--- config.mk ---
export PLATFORM = sky130hd
export DESIGN_NAME = kpad_scan_top
export DESIGN_NICKNAME = d
export VERILOG_FILES = /design/src/rtl/kpad_pkg.sv /design/src/rtl/kpad_tick.sv /design/src/rtl/kpad_sync.sv /design/src/rtl/kpad_row_scan.sv /design/src/rtl/kpad_debounce.sv /design/src/rtl/kpad_scan_top.sv
export SDC_FILE = /design/constraint.sdc
export NUM_CORES = 1
export LEC_CHECK = 0
export ABC_AREA = 0
export CAP_MARGIN = 10
export CELL_PAD_IN_SITES_DETAIL_PLACEMENT = 0
export CELL_PAD_IN_SITES_GLOBAL_PLACEMENT = 2
export CORE_MARGIN = 5
export CORE_UTILIZATION = 39
export DETAILED_ROUTE_END_ITERATION = 7
export GPL_TIMING_DRIVEN = 0
export PLACE_DENSITY_LB_ADDON = 0.25
export RECOVER_POWER = 50
export SLEW_MARGIN = 20
export SYNTH_ARGS = -nofsm -noshare
export SYNTH_HDL_FRONTEND = slang
export SYNTH_HIERARCHICAL = 1
export SYNTH_SLANG_ARGS = --single-unit
--- constraint.sdc ---
create_clock -name clk -period 2.77 [get_ports clk]
set_input_delay 0.554 -clock clk [delete_from_list [all_inputs] [get_ports clk]]
set_output_delay 0.554 -clock clk [all_outputs]
set_load 0.05 [all_outputs]
--- src/rtl/kpad_pkg.sv ---
package kpad_pkg;
    localparam int ROWS    = 4;
    localparam int COLS    = 4;
    localparam int RIDX_W  = $clog2(ROWS);
    localparam int CIDX_W  = $clog2(COLS);
    localparam int CODE_W  = RIDX_W + CIDX_W + 1;

    typedef logic [ROWS-1:0]   row_t;
    typedef logic [COLS-1:0]   col_t;
    typedef logic [CODE_W-1:0] code_t;

    localparam code_t CODE_IDLE = '1;

    // One-cold row and one-cold column give row-major index; anything else is idle.
    function automatic code_t kpad_decode(row_t row, col_t col);
        int zr, zc, ri, ci;
        code_t res;
        zr = 0; zc = 0; ri = 0; ci = 0;
        for (int i = 0; i < ROWS; i++) begin
            if (!row[i]) begin
                zr++;
                ri = i;
            end
        end
        for (int j = 0; j < COLS; j++) begin
            if (!col[j]) begin
                zc++;
                ci = j;
            end
        end
        if (zr == 1 && zc == 1) res = code_t'(ri * COLS + ci);
        else                    res = CODE_IDLE;
        return res;
    endfunction
endpackage

--- src/rtl/kpad_tick.sv ---
module kpad_tick #(
    parameter int DIV = 4
) (
    input  logic clk,
    input  logic rst,
    output logic tick
);
    localparam int CW = (DIV > 1) ? $clog2(DIV) : 1;

    logic [CW-1:0] cnt_d, cnt_q;

    always_comb begin
        tick  = (cnt_q == CW'(DIV - 1));
        cnt_d = tick ? '0 : cnt_q + CW'(1);
    end

    always_ff @(posedge clk) begin
        if (rst) cnt_q <= '0;
        else     cnt_q <= cnt_d;
    end
endmodule

--- src/rtl/kpad_sync.sv ---
module kpad_sync #(
    parameter int WIDTH  = 4,
    parameter int STAGES = 2
) (
    input  logic             clk,
    input  logic             rst,
    input  logic [WIDTH-1:0] din,
    output logic [WIDTH-1:0] dout
);
    logic [STAGES-1:0][WIDTH-1:0] chain_d, chain_q;

    always_comb begin
        chain_d[0] = din;
        for (int s = 1; s < STAGES; s++) chain_d[s] = chain_q[s-1];
    end

    always_ff @(posedge clk) begin
        if (rst) chain_q <= '1;
        else     chain_q <= chain_d;
    end

    assign dout = chain_q[STAGES-1];
endmodule

--- src/rtl/kpad_row_scan.sv ---
module kpad_row_scan
    import kpad_pkg::*;
(
    input  logic  clk,
    input  logic  rst,
    input  logic  scan_tick,
    input  col_t  col_sync,
    output row_t  row_drive,
    output code_t frame_code
);
    typedef struct packed {
        row_t  row;
        code_t hit;
        code_t frame;
    } scan_st_t;

    localparam scan_st_t SCAN_RST = '{row: ~row_t'(1), hit: CODE_IDLE, frame: CODE_IDLE};

    scan_st_t st_d, st_q;
    code_t    word_code;
    code_t    hit_n;

    always_comb begin
        st_d      = st_q;
        word_code = kpad_decode(st_q.row, col_sync);
        hit_n     = (st_q.hit == CODE_IDLE) ? word_code : st_q.hit;
        if (scan_tick) begin
            st_d.row = {st_q.row[ROWS-2:0], st_q.row[ROWS-1]};
            if (!st_q.row[ROWS-1]) begin
                st_d.frame = hit_n;
                st_d.hit   = CODE_IDLE;
            end else begin
                st_d.hit   = hit_n;
            end
        end
    end

    always_ff @(posedge clk) begin
        if (rst) st_q <= SCAN_RST;
        else     st_q <= st_d;
    end

    assign row_drive  = st_q.row;
    assign frame_code = st_q.frame;
endmodule

--- src/rtl/kpad_debounce.sv ---
module kpad_debounce
    import kpad_pkg::*;
#(
    parameter int DEPTH = 8
) (
    input  logic  clk,
    input  logic  rst,
    input  logic  sample_tick,
    input  code_t frame_code,
    output code_t key_code,
    output logic  key_strobe
);
    typedef struct packed {
        logic [DEPTH-1:0][CODE_W-1:0] ring;
        code_t                        key;
        logic                         armed;
        logic                         strobe;
    } deb_st_t;

    localparam deb_st_t DEB_RST = '{ring: '1, key: CODE_IDLE, armed: 1'b1, strobe: 1'b0};

    deb_st_t          st_d, st_q;
    logic [DEPTH-1:0] eq;
    logic             all_same;

    for (genvar g = 0; g < DEPTH; g++) begin : g_eq
        assign eq[g] = (st_q.ring[g] == st_q.ring[0]);
    end
    assign all_same = &eq;

    always_comb begin
        st_d        = st_q;
        st_d.strobe = 1'b0;
        if (all_same) begin
            st_d.key = st_q.ring[0];
            if (st_q.ring[0] == CODE_IDLE) begin
                st_d.armed = 1'b1;
            end else if (st_q.armed) begin
                st_d.strobe = 1'b1;
                st_d.armed  = 1'b0;
            end
        end
        if (sample_tick) st_d.ring = {st_q.ring[DEPTH-2:0], frame_code};
    end

    always_ff @(posedge clk) begin
        if (rst) st_q <= DEB_RST;
        else     st_q <= st_d;
    end

    assign key_code   = st_q.key;
    assign key_strobe = st_q.strobe;
endmodule

--- src/rtl/kpad_scan_top.sv ---
module kpad_scan_top
    import kpad_pkg::*;
#(
    parameter int SCAN_DIV    = 8467,
    parameter int SAMPLE_DIV  = 3386880,
    parameter int SYNC_STAGES = 2,
    parameter int DEPTH       = 8
) (
    input  logic              clk,
    input  logic              rst,
    input  logic [COLS-1:0]   col_in,
    output logic [ROWS-1:0]   row_drive,
    output logic [CODE_W-1:0] key_code,
    output logic              key_strobe
);
    logic  scan_tick, sample_tick;
    col_t  col_sync;
    code_t frame_code;

    kpad_tick #(.DIV(SCAN_DIV)) u_scan_tick (
        .clk(clk), .rst(rst), .tick(scan_tick)
    );

    kpad_tick #(.DIV(SAMPLE_DIV)) u_sample_tick (
        .clk(clk), .rst(rst), .tick(sample_tick)
    );

    kpad_sync #(.WIDTH(COLS), .STAGES(SYNC_STAGES)) u_sync (
        .clk(clk), .rst(rst), .din(col_in), .dout(col_sync)
    );

    kpad_row_scan u_rows (
        .clk(clk), .rst(rst), .scan_tick(scan_tick), .col_sync(col_sync),
        .row_drive(row_drive), .frame_code(frame_code)
    );

    kpad_debounce #(.DEPTH(DEPTH)) u_deb (
        .clk(clk), .rst(rst), .sample_tick(sample_tick), .frame_code(frame_code),
        .key_code(key_code), .key_strobe(key_strobe)
    );
endmodule

Word-level counts from Yosys, hierarchy flattened

Index checks and enable logic that the tools add are counted.

Register bits after elaboration: 105
Bits of input ports: 6
Output and inout port bits: 10
Logic and storage cells: 67

$add $sub $neg: 9
Equal/unequal tests: 13
Mux-type cells: 19
Bitwise operators: 2
Reduce and logical (&&, ||, !) cells: 6

Operators with widths:

| kind                                                                    | count |
|---|---|
| 32-bit 2-to-1 mux                                                       | 6 |
| 32-bit by 2-bit adder with 32-bit output (second input constant)        | 4 |
| 32-bit by 2-bit equality test with 1-bit output (second input constant) | 2 |
| 5-bit equality test                                                     | 7 |
| 22-bit by 1-bit adder with 22-bit output (second input constant)        | 1 |
| 22-bit equality test (second input constant)                            | 1 |
| 5-bit 2-to-1 mux                                                        | 3 |
| 14-bit by 1-bit adder with 14-bit output (second input constant)        | 1 |
| 14-bit equality test (second input constant)                            | 1 |
| 5-bit equality test (second input constant)                             | 2 |
| 2-bit 2-to-1 mux                                                        | 4 |
| 7-bit AND reduction                                                     | 1 |
| 1-bit 2-to-1 mux                                                        | 6 |
| 4-bit by 2-bit adder with 5-bit output                                  | 1 |
| 1-bit by 1-bit adder with 2-bit output (second input constant)          | 2 |
| 2-bit OR reduction                                                      | 2 |
| 3-bit OR reduction                                                      | 1 |
| 1-bit NOT                                                               | 2 |
| 2-bit AND reduction                                                     | 1 |
| 1-bit logical AND                                                       | 1 |

Depth between registers and ports, before layout

Gate-level depths: netlist of run 1.

Word-level depth: 12
Depth in mapped cells: 10
Gate-level depth less buffers: 9

Modules after synthesis

The synthesis of run 1 kept the hierarchy.

Modules (own cells, without submodules):

| module                     | times used | cells each | area an instance (um^2) | sequential area each (um^2) |
|---|---|---|---|---|
| kpad_debounce              | 1          | 205        | 2035.7                  | 940.9 |
| kpad_tick at u_sample_tick | 1          | 119        | 1024.7                  | 440.4 |
| kpad_row_scan              | 1          | 100        | 974.7                   | 280.3 |
| kpad_tick at u_scan_tick   | 1          | 74         | 670.6                   | 280.3 |
| kpad_sync                  | 1          | 16         | 210.2                   | 160.2 |

Worst setup path before layout of run 1

OpenSTA, ideal clock, no wires.

Path type: register to register
From: register u_sample_tick.cnt_q[0]
To: register u_deb/st_q[16] in the netlist's numbering
Library setup time: 0.057 ns
Data arrival time: 2.271 ns
Required time: 2.713 ns
Slack: 0.443 ns
Stages on the path, launching flop included: 7
Clock period less this slack: 2.327 ns
Cells stage by stage: dfxtp_1 > ha_1 > nand4_2 > nor4_1 > clkbuf_1 > clkbuf_1 > a211o_2

Word-level cells in the longest chain between the ends: 1

RTL lines:

| item                   | RTL line            | source |
|---|---|---|
| start, declared        | kpad_tick.sv:10     | `logic [CW-1:0] cnt_d, cnt_q;` |
| start signal, assigned | kpad_tick.sv:19     | `else cnt_q <= cnt_d;` |
| 22-bit equality test   | kpad_tick.sv:13     | `tick = (cnt_q == CW'(DIV - 1));` |
| net sample_tick        | kpad_scan_top.sv:16 | `logic scan_tick, sample_tick;` |
| end signal, assigned   | kpad_debounce.sv:48 | `else st_q <= st_d;` |
| end, declared          | kpad_debounce.sv:22 | `deb_st_t st_d, st_q;` |

The timed path passes the listed nets, and every way through them passes these cells.
A chain may end at the register's enable or synchronous reset.

Final worst setup path of run 1

From: register u_rows.st_q, in the netlist u_rows/row_drive[0]
To: register u_rows/st_q[6] in the netlist's numbering

Word-level cells in the longest chain between the ends: 12

RTL lines:

| item                                              | RTL line            | source |
|---|---|---|
| start, declared                                   | kpad_row_scan.sv:19 | `scan_st_t st_d, st_q;` |
| start signal, assigned                            | kpad_row_scan.sv:40 | `else st_q <= st_d;` |
| 1-bit 2-to-1 mux *                                | kpad_pkg.sv:20      | `if (!row[i]) begin` |
| 1-bit by 1-bit adder with 2-bit output            | kpad_pkg.sv:21      | `zr++;` |
| 32-bit 2-to-1 mux *                               | kpad_pkg.sv:20      |  |
| 32-bit by 2-bit adder with 32-bit output          | kpad_pkg.sv:21      |  |
| 32-bit 2-to-1 mux *                               | kpad_pkg.sv:20      |  |
| 32-bit by 2-bit adder with 32-bit output          | kpad_pkg.sv:21      |  |
| 32-bit 2-to-1 mux *                               | kpad_pkg.sv:20      |  |
| 32-bit by 2-bit equality test with 1-bit output * | kpad_pkg.sv:31      | `if (zr == 1 && zc == 1) res = code_t'(ri * COLS + ci);` |
| 1-bit logical AND *                               | kpad_pkg.sv:31      |  |
| 5-bit 2-to-1 mux *                                | kpad_pkg.sv:31      |  |
| 5-bit 2-to-1 mux *                                | kpad_row_scan.sv:26 | `hit_n = (st_q.hit == CODE_IDLE) ? word_code : st_q.hit;` |
| 5-bit 2-to-1 mux *                                | kpad_row_scan.sv:29 | `if (!st_q.row[ROWS-1]) begin` |

Mark *: on every way between the ends. The rest lies on a longest branch, timed or not.

==> results of run 1 <==
[layer usage]
metal | global-route usage [%] | up-vias
met5 | 0 | -
met4 | 3.99 | 0
met3 | 4.19 | 7
met2 | 22.9 | 31
met1 | 18.1 | 1744
li1 | - | 1872
[power groups by stage]
stage          Combinational (mW)  Clock, mW  Sequential [mW]
2_1_floorplan              0.0698          0             1.57
3_3_place_gp               0.0959          0             1.57
3_5_place_dp               0.0977          0             1.57
4_1_cts                    0.0979       1.51             1.53
5_1_grt                     0.106       1.56             1.54
6_report                   0.0940       1.46             1.53
[layout by cell type (no fill, tap or decap), types with 4 or more instances in the layout]
| master | count |
|---|---|
| o22ai_1 | 4 |
| nor2b_1 | 41 |
| o21ai_0 | 9 |
| nor4_1 | 6 |
| a211o_1 | 39 |
| mux2i_1 | 13 |
| a21oi_1 | 14 |
| nor3_1 | 8 |
| clkbuf_16 | 9 |
| xnor2_1 | 22 |
| clkdlybuf4s50_1 | 4 |
| dlygate4sd3_1 | 11 |
| or4_1 | 5 |
| nand3_1 | 13 |
| nor4_4 | 5 |
| inv_1 | 15 |
| nand4_1 | 14 |
| or2_1 | 9 |
| or3_1 | 9 |
| nand2_1 | 20 |
| ha_1 | 9 |
| and4_1 | 5 |
| dfxtp_1 | 105 |
| clkbuf_1 | 16 |
| clkbuf_2 | 5 |
| xor2_1 | 7 |
| buf_4 | 14 |
| nor2_1 | 53 |
[per-stage QoR]
step                power, mW  instances
floorplan                1.64        514
global placement         1.66        701
detailed placement       1.67        701
CTS                      3.14        717
global route             3.20        717
finish                   3.09        717
[cell type report]
type / count / share of cell area [%]
multi-input combinational: 354 / 44.9
inverter: 16 / 1.07
buffer: 39 / 3.99
tap: 172 / 3.83
clock inverter: 5 / 1.83
clock buffer: 11 / 4.32
timing repair buffer: 15 / 2.67
sequential: 105 / 37.4
[cells by family after synthesis]
group | after synthesis | share of synthesized area [%]
simple gates | 220 | 28.3
mux | 13 | 2.65
xor+xnor | 30 | 5.65
buf+inv | 55 | 5.75
fa+ha+maj | 9 | 2.29
compound gates | 82 | 12.6
flops | 105 | 42.8
[worst paths after layout]
check / from / end / slack, ns / cells past startpoint
hold / removal: u_sync/chain_d[6]$_SDFF_PP1_ / u_sync/dout[2]$_SDFF_PP1_ / 0.40 / 1
setup reg to reg: u_rows/row_drive[0]$_SDFFE_PP0P_ / u_rows/st_q[6]$_SDFFE_PP1P_ / 0.22 / 8
setup / recovery: u_rows/row_drive[0]$_SDFFE_PP0P_ / u_rows/st_q[6]$_SDFFE_PP1P_ / 0.22 / 8
hold reg to reg: u_sync/chain_d[6]$_SDFF_PP1_ / u_sync/dout[2]$_SDFF_PP1_ / 0.40 / 1
[worst max-delay path, stage by stage, from the launching register on]
cell	delay, ns
dfxtp_1	0.41
inv_1	0.06
ha_1	0.34
xnor2_1	0.23
ha_1	0.27
or2_4	0.22
o211a_1	0.29
nor4_2	0.47
a21oi_1	0.13
[state kept, by name, indices dropped and copies added (netlist names)]
signal and cells:
u_sync/dout 4, u_deb/key_strobe 1, u_rows/row_drive 4, u_scan_tick/cnt_q 14, u_deb/key_code 5, u_rows/st_q 5
u_sample_tick/cnt_q 22, u_rows/frame_code 5, u_deb/st_q 41, u_sync/chain_d 4
[repair_timing]
| action | 4_1_cts | 5_1_grt |
|---|---|---|
| gates resized for setup | 1 | 8 |
| setup endpoints to repair | 40 | 40 |
| pin swaps | 0 | 1 |
==> results by group, run 1 <==
Synth
  • Area share of the largest cell type after synthesis: 42.8%
  • Synth unique cells: 64
  • Dominant cells by area after synthesis: dfxtp_1 43%, a211o_1 6.9%, nor2b_1 5.2%
  • Syn nets: 529
  • Most frequent cells after synthesis: 105 x dfxtp_1, 53 x nor2_1, 41 x nor2b_1, 39 x a211o_1, 21 x xnor2_1
  • Post-Syn Area per Cell: 9.56 um^2
  • Cells after Synth: 514
  • Yosys warns: 6
  • Cell area after synthesis: 0.00492 mm^2
  • Most common cell in the netlist: dfxtp_1
  • Seq cells post-synth: 105
  • Asr flop ratio synth: 0%
  • Register area share after synthesis: 42.8%
  • Top FF cell, synth: dfxtp_1
  • Number of synthesized flops with an enable pin: 0
  • Leading area contributor after synthesis: dfxtp_1

Power
  • Psw: 0.620 mW
  • PwrDens: 549 mW/mm^2
  • Switching part of the total: 20.1%
  • Comb pwr share: 3.0%
  • Worst IR Drop VDD: 0.000300 V
  • Static Leak: 2.07 nW
  • Clk network pwr share: 47.3%
  • Seq pwr share: 49.7%
  • Cell-internal power: 2.47 mW

CTS
  • Sink Count: 105
  • Worst-Skew Late Latency: 0.35 ns
  • Reg clk slew, reported paths: 0.07 ns
  • Cts hold-fix bufs: 0
  • Root buf cell: clkbuf_16
  • Post CTS Setup Buffer Count: 0
  • CTS tree: done
  • CTS Buf Count: 9
  • Buffer depth of the longest clock path: 2
  • H-tree levels: 3

Placed design
  • Dpl hpwl: 6910 um
  • Pre-CTS WS: -0.180 ns
  • Routability Congestion: 0.770
  • Placed instance area: 0.00529 mm^2
  • Number of port buffers: 15

Route
  • Highest Signal Layer: met4
  • Drt wl/cell: 13.8 um
  • Routed wl met2: 4550 um
  • Metal-1 WL: 4940 um
  • DR vias: 3,654
  • DR iter-0 viols: 192
  • 1st-pass router iterations: 4
  • Remaining antenna violation count after routing: 0
  • DR vias/cell: 5.10
  • Routed length on met3: 278 um
  • Post-route DRC: 0
  • DRT Wirelength: 9880 um

Global routing
  • Initial antenna violation count: 0
  • Largest net degree at the start of global routing: 17
  • Number of global-route vias before repair: 3,495
  • First-pass GRT wire length: 16,800 um
  • Total track usage: 14.1%
  • Global route overflow: 0

Final layout
  • # fillers: 1,220
  • Share of cells above drive strength 1: 11.7%
  • Register area: 0.00210 mm^2
  • Multi-input gate area: 0.00252 mm^2
  • Post-route cell area: 0.00562 mm^2
  • Area Overhead vs Synth: 14.3%
  • Final core occ: 45.1%
  • Nets@finish: 555
  • Antenna fix cells: 0

Floorplanning
  • Initial core utilization: 39.4%
  • Die width: 122 um
  • Row cnt: 41
  • I/O pins: 16
  • Die ar.: 0.0150 mm^2
  • Core area: 0.0125 mm^2
  • Die Y: 122 um

STA
  • Max-slew violations: 0
  • Minimum clock period after layout: 2.55 ns
  • Hold Worst Slack: 0.404 ns
  • Final WS setup: 0.218 ns
  • Final setup vio count: 0
  • Final period utilization: 92.1%
  • Relative slew slack: 49.8%
  • Final Hold Fails: 0
  • Clock skew: 0.00838 ns
  • Setup TNS: 0 ns
  • Fmax: 392 MHz
  • Slew @ Worst Pin: 0.744 ns

Worst setup path
  • CP Class: flip-flop to flip-flop
  • Crit-path max FO: 5
  • Crit start category: flip-flop
  • Req. time, crit path: 2.99 ns
  • Setup crit end kind: flip-flop
  • WP data arrival: 2.77 ns

Min path
  • Hold Crit Class: flip-flop to flip-flop

Job
  • Total of max-cap violations: 0

Run status
  • Status: finished, final reports clean
(Power assumes the default switching activity.)
==> run 2, diff against run 1 <==
Settings changed: CELL_PAD_IN_SITES_DETAIL_PLACEMENT 0 to 1, CELL_PAD_IN_SITES_GLOBAL_PLACEMENT 2 to 1, CORE_UTILIZATION 39 to 48.
==> run 2 against run 1 <==
Effect of this change: die area fell by 17%; power fell by 20%; core utilization rose by 8.4 points; count of clock-buffer cells in the layout rose by 1; flip-flop and latch count did not move; combinational power rose by 3.8%; critical endpoint unchanged.
==> results by group, run 2 (synthesis results as in run 1) <==
Final layout
  • Largest Register: u_deb/st_q (unchanged)
  • Share of cells above drive strength 1: 11.5% (was 11.7%)
  • Area Overhead vs Synth: 10.2% (was 14.3%)
  • Nets@finish: 558 (was 555)
  • Register area: 0.00210 mm^2 (unchanged)
  • Multi-input gate area: 0.00253 mm^2 (was 0.00252 mm^2)
  • # fillers: 1,191 (was 1,220)
  • Final cell count without fillers: 683 (was 717)
  • Commonest non-fill, non-tap cells in the layout: 105 x dfxtp_1, 53 x nor2_1, 41 x nor2b_1, 39 x a211o_1, 21 x xnor2_1 (was 105 x dfxtp_1, 53 x nor2_1, 41 x nor2b_1, 39 x a211o_1, 22 x xnor2_1)
  • Commonest non-fill, non-tap cell in the layout: dfxtp_1 (unchanged)
  • Antenna fix cells: 0 (unchanged)
  • Regs by FF count: u_deb/st_q x41, u_sample_tick/cnt_q x22, u_scan_tick/cnt_q x14 (unchanged)
  • Max FFs per register: 41 (unchanged)

Global routing
  • Global route overflow: 0 (unchanged)
  • First-pass GRT wire length: 18,800 um (was 16,800 um)
  • Largest net degree at the start of global routing: 16 (was 17)
  • Number of global-route vias before repair: 3,904 (was 3,495)
  • Total track usage: 18.2% (was 14.1%)
  • Initial antenna violation count: 0 (unchanged)

CTS
  • H-tree levels: 3 (unchanged)
  • CTS Buf Count: 9 (unchanged)
  • Sink Count: 105 (unchanged)
  • Root buf cell: clkbuf_8 (was clkbuf_16)
  • Worst-Skew Late Latency: 0.37 ns (was 0.35 ns)
  • Buffer depth of the longest clock path: 2 (unchanged)
  • Reg clk slew, reported paths: 0.10 ns (was 0.07 ns)
  • CTS tree: done (unchanged)

Worst setup path
  • Req. time, crit path: 3.02 ns (was 2.99 ns)
  • WP data arrival: 2.76 ns (was 2.77 ns)
  • Setup crit end kind: flip-flop (unchanged)
  • Crit start category: flip-flop (unchanged)
  • Crit-path max FO: 6 (was 5)
  • CP Class: flip-flop to flip-flop (unchanged)

STA
  • Clock skew: 0.0128 ns (was 0.00838 ns)
  • Final period utilization: 90.6% (was 92.1%)
  • Final setup vio count: 0 (unchanged)
  • Setup TNS: 0 ns (unchanged)
  • Relative slew slack: 36.8% (was 49.8%)
  • Slew @ Worst Pin: 0.940 ns (was 0.744 ns)
  • Final Hold Fails: 0 (unchanged)
  • Unrepaired setup endpoints after global routing: false
  • Max-slew violations: 0 (unchanged)
  • Minimum clock period after layout: 2.51 ns (was 2.55 ns)
  • Final WS setup: 0.262 ns (was 0.218 ns)
  • Hold Worst Slack: 0.403 ns (was 0.404 ns)
  • Fmax: 399 MHz (was 392 MHz)

Route
  • Remaining antenna violation count after routing: 0 (unchanged)
  • DR vias/cell: 5.54 (was 5.10)
  • DR vias: 3,786 (was 3,654)
  • DR iter-0 viols: 94 (was 192)
  • Drt wl/cell: 15.9 um (was 13.8 um)
  • 1st-pass router iterations: 4 (unchanged)
  • DRT Wirelength: 10,800 um (was 9880 um)
  • Post-route DRC: 0 (unchanged)

Job
  • Total of max-cap violations: 0 (unchanged)

Placed design
  • Dpl hpwl: 7920 um (was 6910 um)
  • Placed Cells incl. Taps: 665 (was 701)
  • Number of port buffers: 15 (unchanged)
  • Pre-CTS WS: -0.186 ns (was -0.180 ns)
  • Routability Congestion: 0.759 (was 0.770)

Floorplanning
  • Die ar.: 0.0124 mm^2 (was 0.0150 mm^2)
  • Core area: 0.0101 mm^2 (was 0.0125 mm^2)
  • Row cnt: 37 (was 41)
  • Die Y: 111 um (was 122 um)
  • Initial core utilization: 48.5% (was 39.4%)
  • Die width: 111 um (was 122 um)
  • I/O pins: 16 (unchanged)

Power
  • Final Power: 2.47 mW (was 3.09 mW)
  • PwrDens: 456 mW/mm^2 (was 549 mW/mm^2)
  • Worst IR Drop VDD: 0.000249 V (was 0.000300 V)
  • Static Leak: 1.98 nW (was 2.07 nW)

Run status
  • Status: finished, final reports clean (unchanged)

Min path
  • Hold Crit Class: flip-flop to flip-flop (unchanged)
## run 2: timing repair
action / CTS / global route
resized for setup: 1 / 2
pin swaps: 0 / 1
setup endpoints to repair: 40 / 40
setup buffers: 0 / 3
hold buffers: 0 / 0
## run 2: final cells by class
class | instances | share of cell area [%]
tap | 136 | 3.14
buffer | 39 | 4.06
inverter | 16 | 1.11
clock inverter | 3 | 0.323
timing repair buffer | 18 | 3.19
clock buffer | 12 | 2.68
multi-input combinational | 354 | 46.7
sequential | 105 | 38.8
## run 2: report_power, final
group          internal (mW)  switching [mW]  leakage (nW)
clock                  0.345           0.496        0.0822
combinational         0.0382          0.0594          1.05
sequential              1.52          0.0131         0.851
## run 2: metal layers
metal	up-vias	track usage, %	part of all wire, %
li1	1876	-	-
met1	1872	22.1	45
met2	31	33.1	52
met3	7	3.17	1.8
met4	0	4.87	0.80
met5	-	0	0
## run 2: critical path, cell delays in order (launching register included)
cell and delay (ns):
dfxtp_1 0.38, inv_1 0.06, ha_1 0.41, xnor2_1 0.19
ha_1 0.37, nor4b_2 0.35, nor4_4 0.12, nor4_4 0.39
a21oi_1 0.12
## run 2: final timing paths
check	start	to	slack, ns	cells after the start
max	u_sync/dout[0]$_SDFF_PP1_	u_rows/st_q[6]$_SDFFE_PP1P_	0.26	8
min	u_sync/chain_d[6]$_SDFF_PP1_	u_sync/dout[2]$_SDFF_PP1_	0.40	1
max reg2reg	u_sync/dout[0]$_SDFF_PP1_	u_rows/st_q[6]$_SDFFE_PP1P_	0.26	8
min reg2reg	u_sync/chain_d[6]$_SDFF_PP1_	u_sync/dout[2]$_SDFF_PP1_	0.40	1
## run 2: metrics by stage
step | instance area, um^2 | util [%]
2_1_floorplan | 4920 | -
6_report | 5420 | 53.4
4_1_cts | 5410 | 53.4
3_3_place_gp | 5240 | 51.6
5_1_grt | 5420 | 53.4
3_5_place_dp | 5240 | 51.7
